===== src/rtl/evr_pkg.sv =====
package evr_pkg;
  typedef enum logic {
    ST_IDLE  = 1'b0,
    ST_WRITE = 1'b1
  } evrState_e;

  // strobes from control to datapath
  typedef struct packed {
    logic       load;   // capture event from selected source
    logic [1:0] sel;    // selected source index
    logic       post;   // memory accepted the held event
  } evrStrobe_t;
endpackage


===== src/rtl/evr_datapath.sv =====
module evr_datapath
  import evr_pkg::*;
#(
  parameter int DEPTH     = 8,
  parameter int PAYLOAD_W = 16,
  parameter int NUM_SRC   = 3,
  localparam int PTR_W    = $clog2(DEPTH),
  localparam int TYPE_W   = 2,
  localparam int EVT_W    = TYPE_W + PAYLOAD_W
) (
  input  logic                         clk,
  input  logic                         rstN,
  input  evrStrobe_t                   strobe,
  input  logic [NUM_SRC*PAYLOAD_W-1:0] srcData,
  input  logic                         dbWrite,
  input  logic [PTR_W-1:0]             dbPtr,
  output logic                         full,
  output logic [PTR_W-1:0]             memSlot,
  output logic [EVT_W-1:0]             memData,
  output logic                         irq
);
  logic [PTR_W-1:0] readPtr;
  logic [PTR_W-1:0] writePtr;
  logic [EVT_W-1:0] heldEvt;
  logic [TYPE_W-1:0] typeCode;

  assign typeCode = TYPE_W'(strobe.sel) + TYPE_W'(1);

  always_ff @(posedge clk) begin
    if (!rstN) begin
      readPtr  <= PTR_W'(1);
      writePtr <= '0;
      heldEvt  <= '0;
      irq      <= 1'b0;
    end else begin
      if (strobe.post) readPtr <= readPtr + PTR_W'(1);
      if (dbWrite) writePtr <= dbPtr;
      if (strobe.load)
        heldEvt <= {typeCode, srcData[strobe.sel*PAYLOAD_W +: PAYLOAD_W]};
      if (strobe.post) irq <= 1'b1;
      else if (dbWrite) irq <= 1'b0;
    end
  end

  assign full    = (readPtr == writePtr);
  assign memSlot = readPtr;
  assign memData = heldEvt;

  AST_RP_STEP: assert property (@(posedge clk) disable iff (!rstN)
    strobe.post |=> readPtr == $past(readPtr) + PTR_W'(1));
  AST_IRQ_AFTER_POST: assert property (@(posedge clk) disable iff (!rstN)
    strobe.post |=> irq);
  AST_IRQ_HOLD: assert property (@(posedge clk) disable iff (!rstN)
    (irq && !dbWrite) |=> irq);
  AST_NO_LOAD_FULL: assert property (@(posedge clk) disable iff (!rstN)
    strobe.load |-> readPtr != writePtr);
endmodule


===== src/rtl/evr_control.sv =====
module evr_control
  import evr_pkg::*;
#(
  parameter int NUM_SRC = 3
) (
  input  logic               clk,
  input  logic               rstN,
  input  logic [NUM_SRC-1:0] srcReq,
  input  logic               full,
  input  logic               memAck,
  output logic [NUM_SRC-1:0] srcAck,
  output logic               memReq,
  output evrStrobe_t         strobe
);
  evrState_e state;
  logic       found;
  logic [1:0] winner;

  // lowest index has highest priority
  always_comb begin
    found  = 1'b0;
    winner = '0;
    for (int i = NUM_SRC - 1; i >= 0; i--) begin
      if (srcReq[i]) begin
        found  = 1'b1;
        winner = 2'(i);
      end
    end
  end

  always_comb begin
    srcAck      = '0;
    strobe.load = 1'b0;
    strobe.sel  = winner;
    strobe.post = (state == ST_WRITE) && memAck;
    if (state == ST_IDLE && found && !full) begin
      srcAck[winner] = 1'b1;
      strobe.load    = 1'b1;
    end
  end

  assign memReq = (state == ST_WRITE);

  always_ff @(posedge clk) begin
    if (!rstN) state <= ST_IDLE;
    else begin
      case (state)
        ST_IDLE:  if (strobe.load) state <= ST_WRITE;
        ST_WRITE: if (memAck) state <= ST_IDLE;
        default:  state <= ST_IDLE;
      endcase
    end
  end

  AST_ACK_ONEHOT: assert property (@(posedge clk) disable iff (!rstN)
    $onehot0(srcAck));
  AST_ACK_REQUESTED: assert property (@(posedge clk) disable iff (!rstN)
    (srcAck & ~srcReq) == '0);
  AST_NO_ACK_FULL: assert property (@(posedge clk) disable iff (!rstN)
    (srcAck != '0) |-> !full);
  AST_NO_ACK_BUSY: assert property (@(posedge clk) disable iff (!rstN)
    memReq |-> srcAck == '0);
  AST_MEMREQ_HOLD: assert property (@(posedge clk) disable iff (!rstN)
    (memReq && !memAck) |=> memReq);
endmodule


===== src/rtl/event_ring_producer.sv =====
module event_ring_producer
  import evr_pkg::*;
#(
  parameter int DEPTH     = 8,
  parameter int PAYLOAD_W = 16,
  localparam int PTR_W    = $clog2(DEPTH),
  localparam int NUM_SRC  = 3,
  localparam int EVT_W    = PAYLOAD_W + 2
) (
  input  logic                 clk,
  input  logic                 rstN,
  input  logic                 stateReq,
  input  logic [PAYLOAD_W-1:0] stateData,
  output logic                 stateAck,
  input  logic                 cmdReq,
  input  logic [PAYLOAD_W-1:0] cmdData,
  output logic                 cmdAck,
  input  logic                 xferReq,
  input  logic [PAYLOAD_W-1:0] xferData,
  output logic                 xferAck,
  output logic                 memReq,
  output logic [PTR_W-1:0]     memSlot,
  output logic [EVT_W-1:0]     memData,
  input  logic                 memAck,
  input  logic                 dbWrite,
  input  logic [PTR_W-1:0]     dbPtr,
  output logic                 irq
);
  evrStrobe_t         strobe;
  logic               full;
  logic [NUM_SRC-1:0] srcAck;

  evr_control #(.NUM_SRC(NUM_SRC)) i_control (
    .clk    (clk),
    .rstN   (rstN),
    .srcReq ({xferReq, cmdReq, stateReq}),
    .full   (full),
    .memAck (memAck),
    .srcAck (srcAck),
    .memReq (memReq),
    .strobe (strobe)
  );

  evr_datapath #(.DEPTH(DEPTH), .PAYLOAD_W(PAYLOAD_W), .NUM_SRC(NUM_SRC)) i_datapath (
    .clk     (clk),
    .rstN    (rstN),
    .strobe  (strobe),
    .srcData ({xferData, cmdData, stateData}),
    .dbWrite (dbWrite),
    .dbPtr   (dbPtr),
    .full    (full),
    .memSlot (memSlot),
    .memData (memData),
    .irq     (irq)
  );

  assign stateAck = srcAck[0];
  assign cmdAck   = srcAck[1];
  assign xferAck  = srcAck[2];

  AST_SLOT_STABLE: assert property (@(posedge clk) disable iff (!rstN)
    (memReq && !memAck) |=> $stable(memSlot) && $stable(memData));
endmodule


===== config.mk =====
export PLATFORM = sky130hd
export DESIGN_NAME = event_ring_producer
export DESIGN_NICKNAME = d
export VERILOG_FILES = /design/src/rtl/evr_pkg.sv /design/src/rtl/evr_datapath.sv /design/src/rtl/evr_control.sv /design/src/rtl/event_ring_producer.sv
export SDC_FILE = /design/constraint.sdc
export NUM_CORES = 1
export LEC_CHECK = 0
export ABC_AREA = 1
export BUFFER_PORTS_ARGS = -buffer_cell sky130_fd_sc_hd__buf_2
export CORE_MARGIN = 5
export CORE_UTILIZATION = 30
export CTS_BUF_LIST = sky130_fd_sc_hd__clkbuf_4
export DETAILED_ROUTE_END_ITERATION = 6
export HOLD_SLACK_MARGIN = 0.15
export MAX_ROUTING_LAYER = met4
export PLACE_DENSITY = 0.65
export RECOVER_POWER = 50
export SLEW_MARGIN = 20
export SYNTH_ARGS = -nofsm -noshare
export SYNTH_HDL_FRONTEND = slang
export SYNTH_SLANG_ARGS = --single-unit

===== constraint.sdc =====
create_clock -name clk -period 1.2 [get_ports clk]
set_clock_uncertainty 0.15 [all_clocks]
set_input_delay 0.06 -clock clk [delete_from_list [all_inputs] [get_ports clk]]
set_output_delay 0.06 -clock clk [all_outputs]
set_load 0.01 [all_outputs]

# Word level (Yosys, flattened, before mapping)

Index checks and enable logic that the tools add are counted.

Register bits after elaboration: 26
Output and inout bits: 26

Add/sub/neg operators: 2
Magnitude comparators: 2
Eq/ne operators: 1
Shift operators: 1
Muxes and demuxes: 15
Bitwise gates (word level): 1
Reductions and logical operators: 6

Operators with widths:

| cell                | number |
|---|---|
| $shiftx 48x7->16    | 1 |
| $mux 1              | 9 |
| $mux 2              | 3 |
| $logic_and 1x1->1   | 4 |
| $add 3x1->3 const B | 1 |
| $eq 3x3->1          | 1 |
| $lt 2x3->1 const B  | 1 |
| $mux 3              | 1 |
| $add 2x1->2 const B | 1 |
| $demux 1 s2         | 1 |
| $ge 2x1->1 const B  | 1 |
| $pmux 1 s2          | 1 |
| $reduce_bool 2->1   | 1 |
| $logic_not 1->1     | 1 |
| $not 1->1           | 1 |

# Logic depth before layout (Yosys ltp)

Gate-level depths: netlist of the first run.

Word-level depth: 8
Depth in mapped cells: 9

# By module

Synthesis of the first run repeated with hierarchy kept, for this count alone.

Cells, all modules: 261
Area, all modules: 1,726.7 um^2

By module, submodules not included:

| module       | instances | cells an instance | area an instance (um^2) | sequential area each (um^2) |
|---|---|---|---|---|
| evr_datapath | 1         | 239               | 1,621.6                 | 500.5 |
| evr_control  | 1         | 22                | 105.1                   | 20.0 |

# Worst setup path before layout of the first run

Ideal clock, no wire load.

Path kind: reg2reg
Start: register i_datapath.readPtr[2] (netlist: i_datapath.memSlot[2])
End: register i_datapath.heldEvt[14] (netlist: i_datapath.memData[14])
Arrival: 1,075 ps
Required time: 937 ps
Path slack: -138 ps
Cell stages (with the launch flop): 8
Period minus slack after synthesis: 1,338 ps
Cell sequence: dfxtp_1 xnor2_1 nand3_2 nand2_2 buf_6 nand2_1 nand2_1 nor2_1

Word-level cells in the longest chain between the ends: 4

Ends and longest elaborated chain:

| what                     | line               | source |
|---|---|---|
| start: declaration       | evr_datapath.sv:22 | `logic [PTR_W-1:0] readPtr;` |
| start signal: assignment | evr_datapath.sv:36 | `if (strobe.post) readPtr <= readPtr + PTR_W'(1);` |
| $eq 3x3->1               | evr_datapath.sv:45 | `assign full = (readPtr == writePtr);` |
| $logic_not 1->1          | evr_control.sv:36  | `if (state == ST_IDLE && found && !full) begin` |
| $logic_and 1x1->1        | evr_control.sv:36  |  |
| $mux 1                   | evr_control.sv:36  |  |
| end signal: assignment   | evr_datapath.sv:39 | `heldEvt <= {typeCode, srcData[strobe.sel*PAYLOAD_W +: PAYLOAD_W]};` |
| end: declaration         | evr_datapath.sv:24 | `logic [EVT_W-1:0] heldEvt;` |

No other way between the ends.
A chain may end at the register's enable or synchronous reset.

# Final worst setup path of the first run

Start: register i_datapath.readPtr[2] (netlist: i_datapath.memSlot[2])
End: output port cmdAck

Word-level cells in the longest chain between the ends: 4

Ends and longest elaborated chain:

| what              | line                      | source |
|---|---|---|
| $eq 3x3->1        | evr_datapath.sv:45        |  |
| $logic_not 1->1   | evr_control.sv:36         |  |
| $logic_and 1x1->1 | evr_control.sv:36         |  |
| $mux 3            | evr_control.sv:36         |  |
| end: declaration  | event_ring_producer.sv:17 | `output logic cmdAck,` |

No other way between the ends.

==> results of run 1 <==
-- timing repair --
item                                    in CTS  in global routing
endpoints found under the setup margin      23                 29
hold buffers                                54                  0
resized for setup                           50                 32
cloned                                       3                  0
endpoints found under the hold margin       26                  0
pin swaps                                    5                 10
buffers inserted                            12                  2
-- final cells by class --
| cell class | instances | area [µm²] |
|---|---|---|
| clock buffer | 3 | 22.5 |
| timing repair buffer | 162 | 1280 |
| multi-input combinational | 188 | 988 |
| tap | 72 | 90.1 |
| clock inverter | 1 | 3.75 |
| fill | 501 | 2280 |
| sequential | 26 | 534 |
| inverter | 63 | 238 |
-- sequential cells by signal (all words and copies together), names as in the netlist --
| name | flops |
|---|---|
| i_datapath.memData | 18 |
| i_datapath.memSlot | 3 |
| i_datapath.irq | 1 |
| i_control.memReq | 1 |
| i_datapath.writePtr | 3 |
-- power groups by stage --
| stage | registers (mW) | clock network (mW) | logic (mW) |
|---|---|---|---|
| after floorplan | 1.11 | 0 | 0.471 |
| after detailed placement | 1.06 | 0 | 0.873 |
| final | 1.06 | 0.398 | 1.38 |
| after global placement | 1.07 | 0 | 0.854 |
| after CTS | 1.05 | 0.416 | 1.31 |
| after global routing | 1.07 | 0.450 | 1.52 |
-- per-stage QoR --
| stage | TNS, ns | utilization (%) |
|---|---|---|
| final | -4.50 | 58.1 |
| after global routing | -6.55 | 58.1 |
| after CTS | -5.85 | 57.0 |
| after detailed placement | -1.64 | 41.0 |
| after global placement | -1.07 | 41.0 |
| after floorplan | -0.734 | - |
-- worst max path at each step --
stage / to / slack (ns) / depth (start not counted)
6_report: cmdAck / -0.38 / 6
5_1_grt: xferAck / -0.47 / 8
4_1_cts: stateAck / -0.38 / 8
3_5_place_dp: i_datapath.memData[3] / -0.1 / 9
3_3_place_gp: i_datapath.memData[0] / -0.07 / 7
2_1_floorplan: i_datapath.memData[10] / -0.05 / 8
-- layer usage --
metal / wire length [µm] / up-vias
met5: 0 / -
met1: 2570 / 1010
met2: 3250 / 65
met3: 308 / 8
met4: 102 / 0
li1: - / 1159
-- cells in the final DEF, fill, tap and decap left out --
cell type and n:
nor2_4 5, xnor2_4 1, clkinv_1 1, o21ai_0 3
nand2_1 77, nor2_2 9, clkbuf_1 9, nand3_4 3
dlygate4sd3_1 54, dfxtp_1 19, dfxtp_4 2, inv_1 54
buf_8 1, nand2_2 17, nand3_1 33, a21oi_2 2
nor2_1 25, clkbuf_4 3, buf_2 67, buf_12 3
buf_6 13, clkinv_2 1, buf_16 2, o21ai_1 2
nand2_4 2, inv_2 8, buf_4 13, a21oi_1 7
ha_4 1, dfxtp_2 5, a21oi_4 1
-- critical path, stage by stage (launching register included) --
cell and delay, ns:
dfxtp_4 0.39, xnor2_4 0.18, nand3_4 0.10, buf_6 0.15, nand3_4 0.06, inv_2 0.05, buf_6 0.11
-- logic make-up after synthesis --
kind of cell / Yosys count / synth area share, %
flip-flops: 26 / 31.5
adder cells (fa/ha/maj): 1 / 0.756
buffers and inverters: 74 / 19.0
AO/OA/AOI/OAI: 15 / 5.22
XOR/XNOR: 1 / 0.530
AND/OR/NAND/NOR: 171 / 43.0
==> flow_metrics.tcl, run 1 <==
set metrics [dict create \
    synth_ff_type "dfxtp_1" \
    nets 503 \
    grt_pass1_vias 2317 \
    dp.cells 446 \
    cp-start-kind "flop" \
    p_int_mw 1.82 \
    power_density_nw_per_um2 896 \
    pre_cts_slack_ns -0.0981 \
    grt_max_degree 19 \
    htree_levels 1 \
    worstPathRequired_ns 0.99 \
    arrival_ns 1.37 \
    leakagePower_nw 1.70 \
    cts.clk_slew.worst_paths_ns 0.15 \
    r2r_cells 8 \
    synth_fp_nets 347 \
    ys_types 20 \
    synth.avg_cell_area_um2 5.74 \
    cp-end-kind "primary output" \
    setup_ws_ns -0.379 \
    async_reset_ff_share_pct 0 \
    syn_area_um2 1650 \
    antenna_found_initial 0 \
    synth_cells 288 \
    r2r_slack_ns -0.22 \
    gp_congestion 0.799 \
    yosysMostFrequentCell "nand2_1" \
    yosys_warnings 0 \
    reg2reg_to "i_datapath.memData[3]" \
    seqPwrFrac_pct 37.3 \
    cts_tree "built" \
    clk_latency_ns 0.33 \
    reg2reg_from "i_datapath.memSlot[2]" \
    route.detailed.drc 0 \
    finalWirelength_um 6230 \
    ys_ff_latch 26 \
    yosys-top-cells-area "dfxtp_1 31%, nand2_1 21%, inv_1 14%" \
    routedWlPerCell_um 12.1 \
    timing.critical_path.from "i_datapath.memSlot[2]" \
    rows 27 \
    ir_worst_vdd_mv 0.471 \
    setup_viol 23 \
    whs_endpoint "i_datapath.memData[0]" \
    die-height_um 84.3 \
    busiest_layer "met2" \
    grt_usage_pct 18.8 \
    yosysTopAreaCell "dfxtp_1" \
    dp_hpwl_um 3730 \
    num_vias 2242 \
    cts-root-buf "clkbuf_4" \
    drv_slew 0 \
    portBuffers 83 \
    core_um2 5440 \
    drtIter0Drc 98 \
    grt_pass1_wl_um 10800 \
    drive_above_1_share_pct 35.9 \
    hp-start "xferReq" \
    firstDrtPassIters 4 \
    synth_seq_area_share_pct 31.5 \
    cts_made_buffers 3 \
    fmax_mhz 633 \
    synth.top_cells.by_count "93 x nand2_1, 60 x inv_1, 38 x nor2_1" \
    grt_setup_unrepaired "true" \
    gr-usage-met2_pct 34.4 \
    via_per_inst 4.35 \
    clock_path_buffers 2 \
    antenna_left 0 \
    syn2layout_area_growth_pct 91.1 \
    overflow 0 \
    synth-edff-count 0 \
    violations "setup timing" \
    relSlewSlack_pct 76.6 \
    path_class "reg2out" \
    die_w_um 84.3 \
    initial_core_util_pct 30.4 \
    clock-sinks 26 \
    p_sw_mw 1.02 \
    dieArea_um2 7100 \
    ioPinCount 84 \
    swShare_pct 35.9 \
    hold_depth 7 \
    worstHoldPathType "in2reg" \
    hold_violations 0 \
    period_needed_ns 1.58 \
    globalRouteMet1Util_pct 20.8 \
    p_comb_share_pct 48.7 \
    instances_no_fill 515 \
    diodes 0 \
    synth_top_area_share_pct 31.5 \
    worstMarginPinSlew_ns 0.350 \
    status "complete, but fails checks" \
    finalCritPeriodShare_pct 132 \
    fin_total_pwr_mw 2.83 \
    final_cell_area_um2 3160 \
    drv_cap 0 \
    use_met3_pct 3.14 \
    crit_fanout 4 \
    clkPwrFrac_pct 14.0 \
    hold_slack_ns 0.208 \
    placed_cell_area_um2 2230 \
]
(Power assumes the default switching activity.)
==> run 2: changes to the inputs <==
Settings changed: REMOVE_ABC_BUFFERS set to 1.
==> run 2 against run 1 <==
Sequential power hardly changed. First-iteration DRC count is 17% lower. Largest power group unchanged. Count of clock-buffer cells in the layout stayed put. Sequential cell count stayed put. Largest cell class unchanged. The run still ends with setup timing left.
==> flow_metrics.tcl, run 2 (synthesis gave the netlist of run 1 again) <==
set metrics [dict create \
    hold_depth 6 \
    placed_cell_area_um2 2250 \
    busiest_layer "met2" \
    grt_setup_unrepaired "true" \
    cts_made_buffers 3 \
    globalRouteMet1Util_pct 18.4 \
    worstPathRequired_ns 0.99 \
    drive_above_1_share_pct 34.0 \
    num_vias 2211 \
    largest_reg_flops 18 \
    die_w_um 84.3 \
    crit_fanout 3 \
    arrival_ns 1.36 \
    worstMarginPinSlew_ns 0.385 \
    layout_common_cells "90 x nand2_1, 66 x buf_2, 54 x inv_1, 54 x dlygate4sd3_1, 33 x nand3_1" \
    portBuffers 83 \
    drtIter0Drc 81 \
    antenna_found_initial 0 \
    finalCritPeriodShare_pct 131 \
    r2r_cells 11 \
    gp_congestion 0.840 \
    core_um2 5440 \
    initial_core_util_pct 30.4 \
    finalWirelength_um 6160 \
    violations "setup timing" \
    grt_max_degree 19 \
    ioPinCount 84 \
    leakagePower_nw 1.73 \
    path_class "reg2out" \
    setup_ws_ns -0.374 \
    utilization_pct 59.0 \
    worstHoldPathType "in2reg" \
    antenna_left 0 \
    status "complete, but fails checks" \
    cpMostUsedCell "buf_6" \
    final_common_cell "nand2_1" \
    use_met3_pct 1.86 \
    crit_slowest_cell "dfxtp_2" \
    cp-start-kind "flop" \
    cts-root-buf "clkbuf_4" \
    r2r_slack_ns -0.35 \
    reg2reg_to "i_datapath.memData[14]" \
    slowest_delay_ns 0.38 \
    period_needed_ns 1.57 \
    clk_latency_ns 0.33 \
    cp-end-kind "primary output" \
    overflow 0 \
    dp_hpwl_um 3650 \
    fmax_mhz 636 \
    syn2layout_area_growth_pct 93.9 \
    dieArea_um2 7100 \
    diodes 0 \
    reg2reg_from "i_datapath.memSlot[0]" \
    nets 504 \
    firstDrtPassIters 4 \
    grt_pass1_vias 2261 \
    routedWlPerCell_um 11.9 \
    gr-usage-met2_pct 32.6 \
    htree_levels 1 \
    rows 27 \
    timing.critical_path.from "i_datapath.memSlot[2]" \
    die-height_um 84.3 \
    grt_usage_pct 17.6 \
    route.detailed.drc 0 \
    drv_cap 0 \
    cts_tree "built" \
    clock_path_buffers 2 \
    drv_slew 0 \
    ir_worst_vdd_mv 0.630 \
    final_cell_area_um2 3210 \
    path_cells "xnor2_2, nand3_2, buf_6, nand3_4, inv_2, buf_6" \
    whs_endpoint "i_datapath.memData[17]" \
    clock-sinks 26 \
    hold_violations 0 \
    power_density_nw_per_um2 957 \
    via_per_inst 4.28 \
    hp-start "xferReq" \
    setup_viol 24 \
    cts.clk_slew.worst_paths_ns 0.17 \
    grt_pass1_wl_um 9960 \
    relSlewSlack_pct 74.3 \
]
## run 2: how the worst max path moves through the flow
stage	to	slack (ns)
detailed placement	i_datapath.memData[13]	-0.13
global placement	i_datapath.memData[8]	-0.07
floorplan	i_datapath.memData[0]	-0.27
global route	stateAck	-0.45
finish	stateAck	-0.37
CTS	stateAck	-0.37
## run 2: cell type report
class                           count  area [µm²]
Fill cell                         499        2230
Timing Repair Buffer              163        1320
Multi-Input combinational cell    188         976
Sequential cell                    26         529
Inverter                           63         238
Tap cell                           72        90.1
Clock inverter                      1        30.0
Clock buffer                        3        22.5
## run 2: power by group
group	switching [mW]	total [mW]	leakage, nW	internal (mW)
Combinational	0.666	1.40	1.49	0.732
Clock	0.289	0.627	0.0279	0.338
Sequential	0.0645	1.05	0.217	0.981
Total	1.02	3.07	1.73	2.05
## run 2: per-layer routing
| layer | wire (µm) | vias up |
|---|---|---|
| met4 | 171 | 0 |
| li1 | - | 1160 |
| met3 | 214 | 16 |
| met1 | 2510 | 972 |
| met2 | 3260 | 63 |
| met5 | 0 | - |
## run 2: worst max-delay path, delay by kind of cell (launching register included)
kind,cells,cell delay (ns)
flops,1,0.38
buf+inv,3,0.31
simple gates,2,0.18
xor+xnor,1,0.16
## run 2: timing repair
item | CTS | global route
pin swaps | 7 | 8
hold buffers | 54 | 0
setup buffers | 7 | 2
hold endpoints to repair | 26 | 0
gates resized for setup | 48 | 29
gates cloned | 2 | 1
endpoints found under the setup margin | 24 | 29
## run 2: stage by stage
stage | worst slack, ns | setup TNS [ns] | hold slack (ns) | cells | power (mW)
final | -0.374 | -6.40 | 0.168 | 516 | 3.07
after global routing | -0.455 | -8.14 | 0.158 | 516 | 3.28
after CTS | -0.371 | -6.06 | 0.151 | 516 | 2.96
after detailed placement | -0.134 | -1.78 | 0.157 | 449 | 1.93
after global placement | -0.0719 | -0.884 | 0.145 | 449 | 1.91
after floorplan | -0.272 | -4.77 | 0.0304 | 277 | 1.51
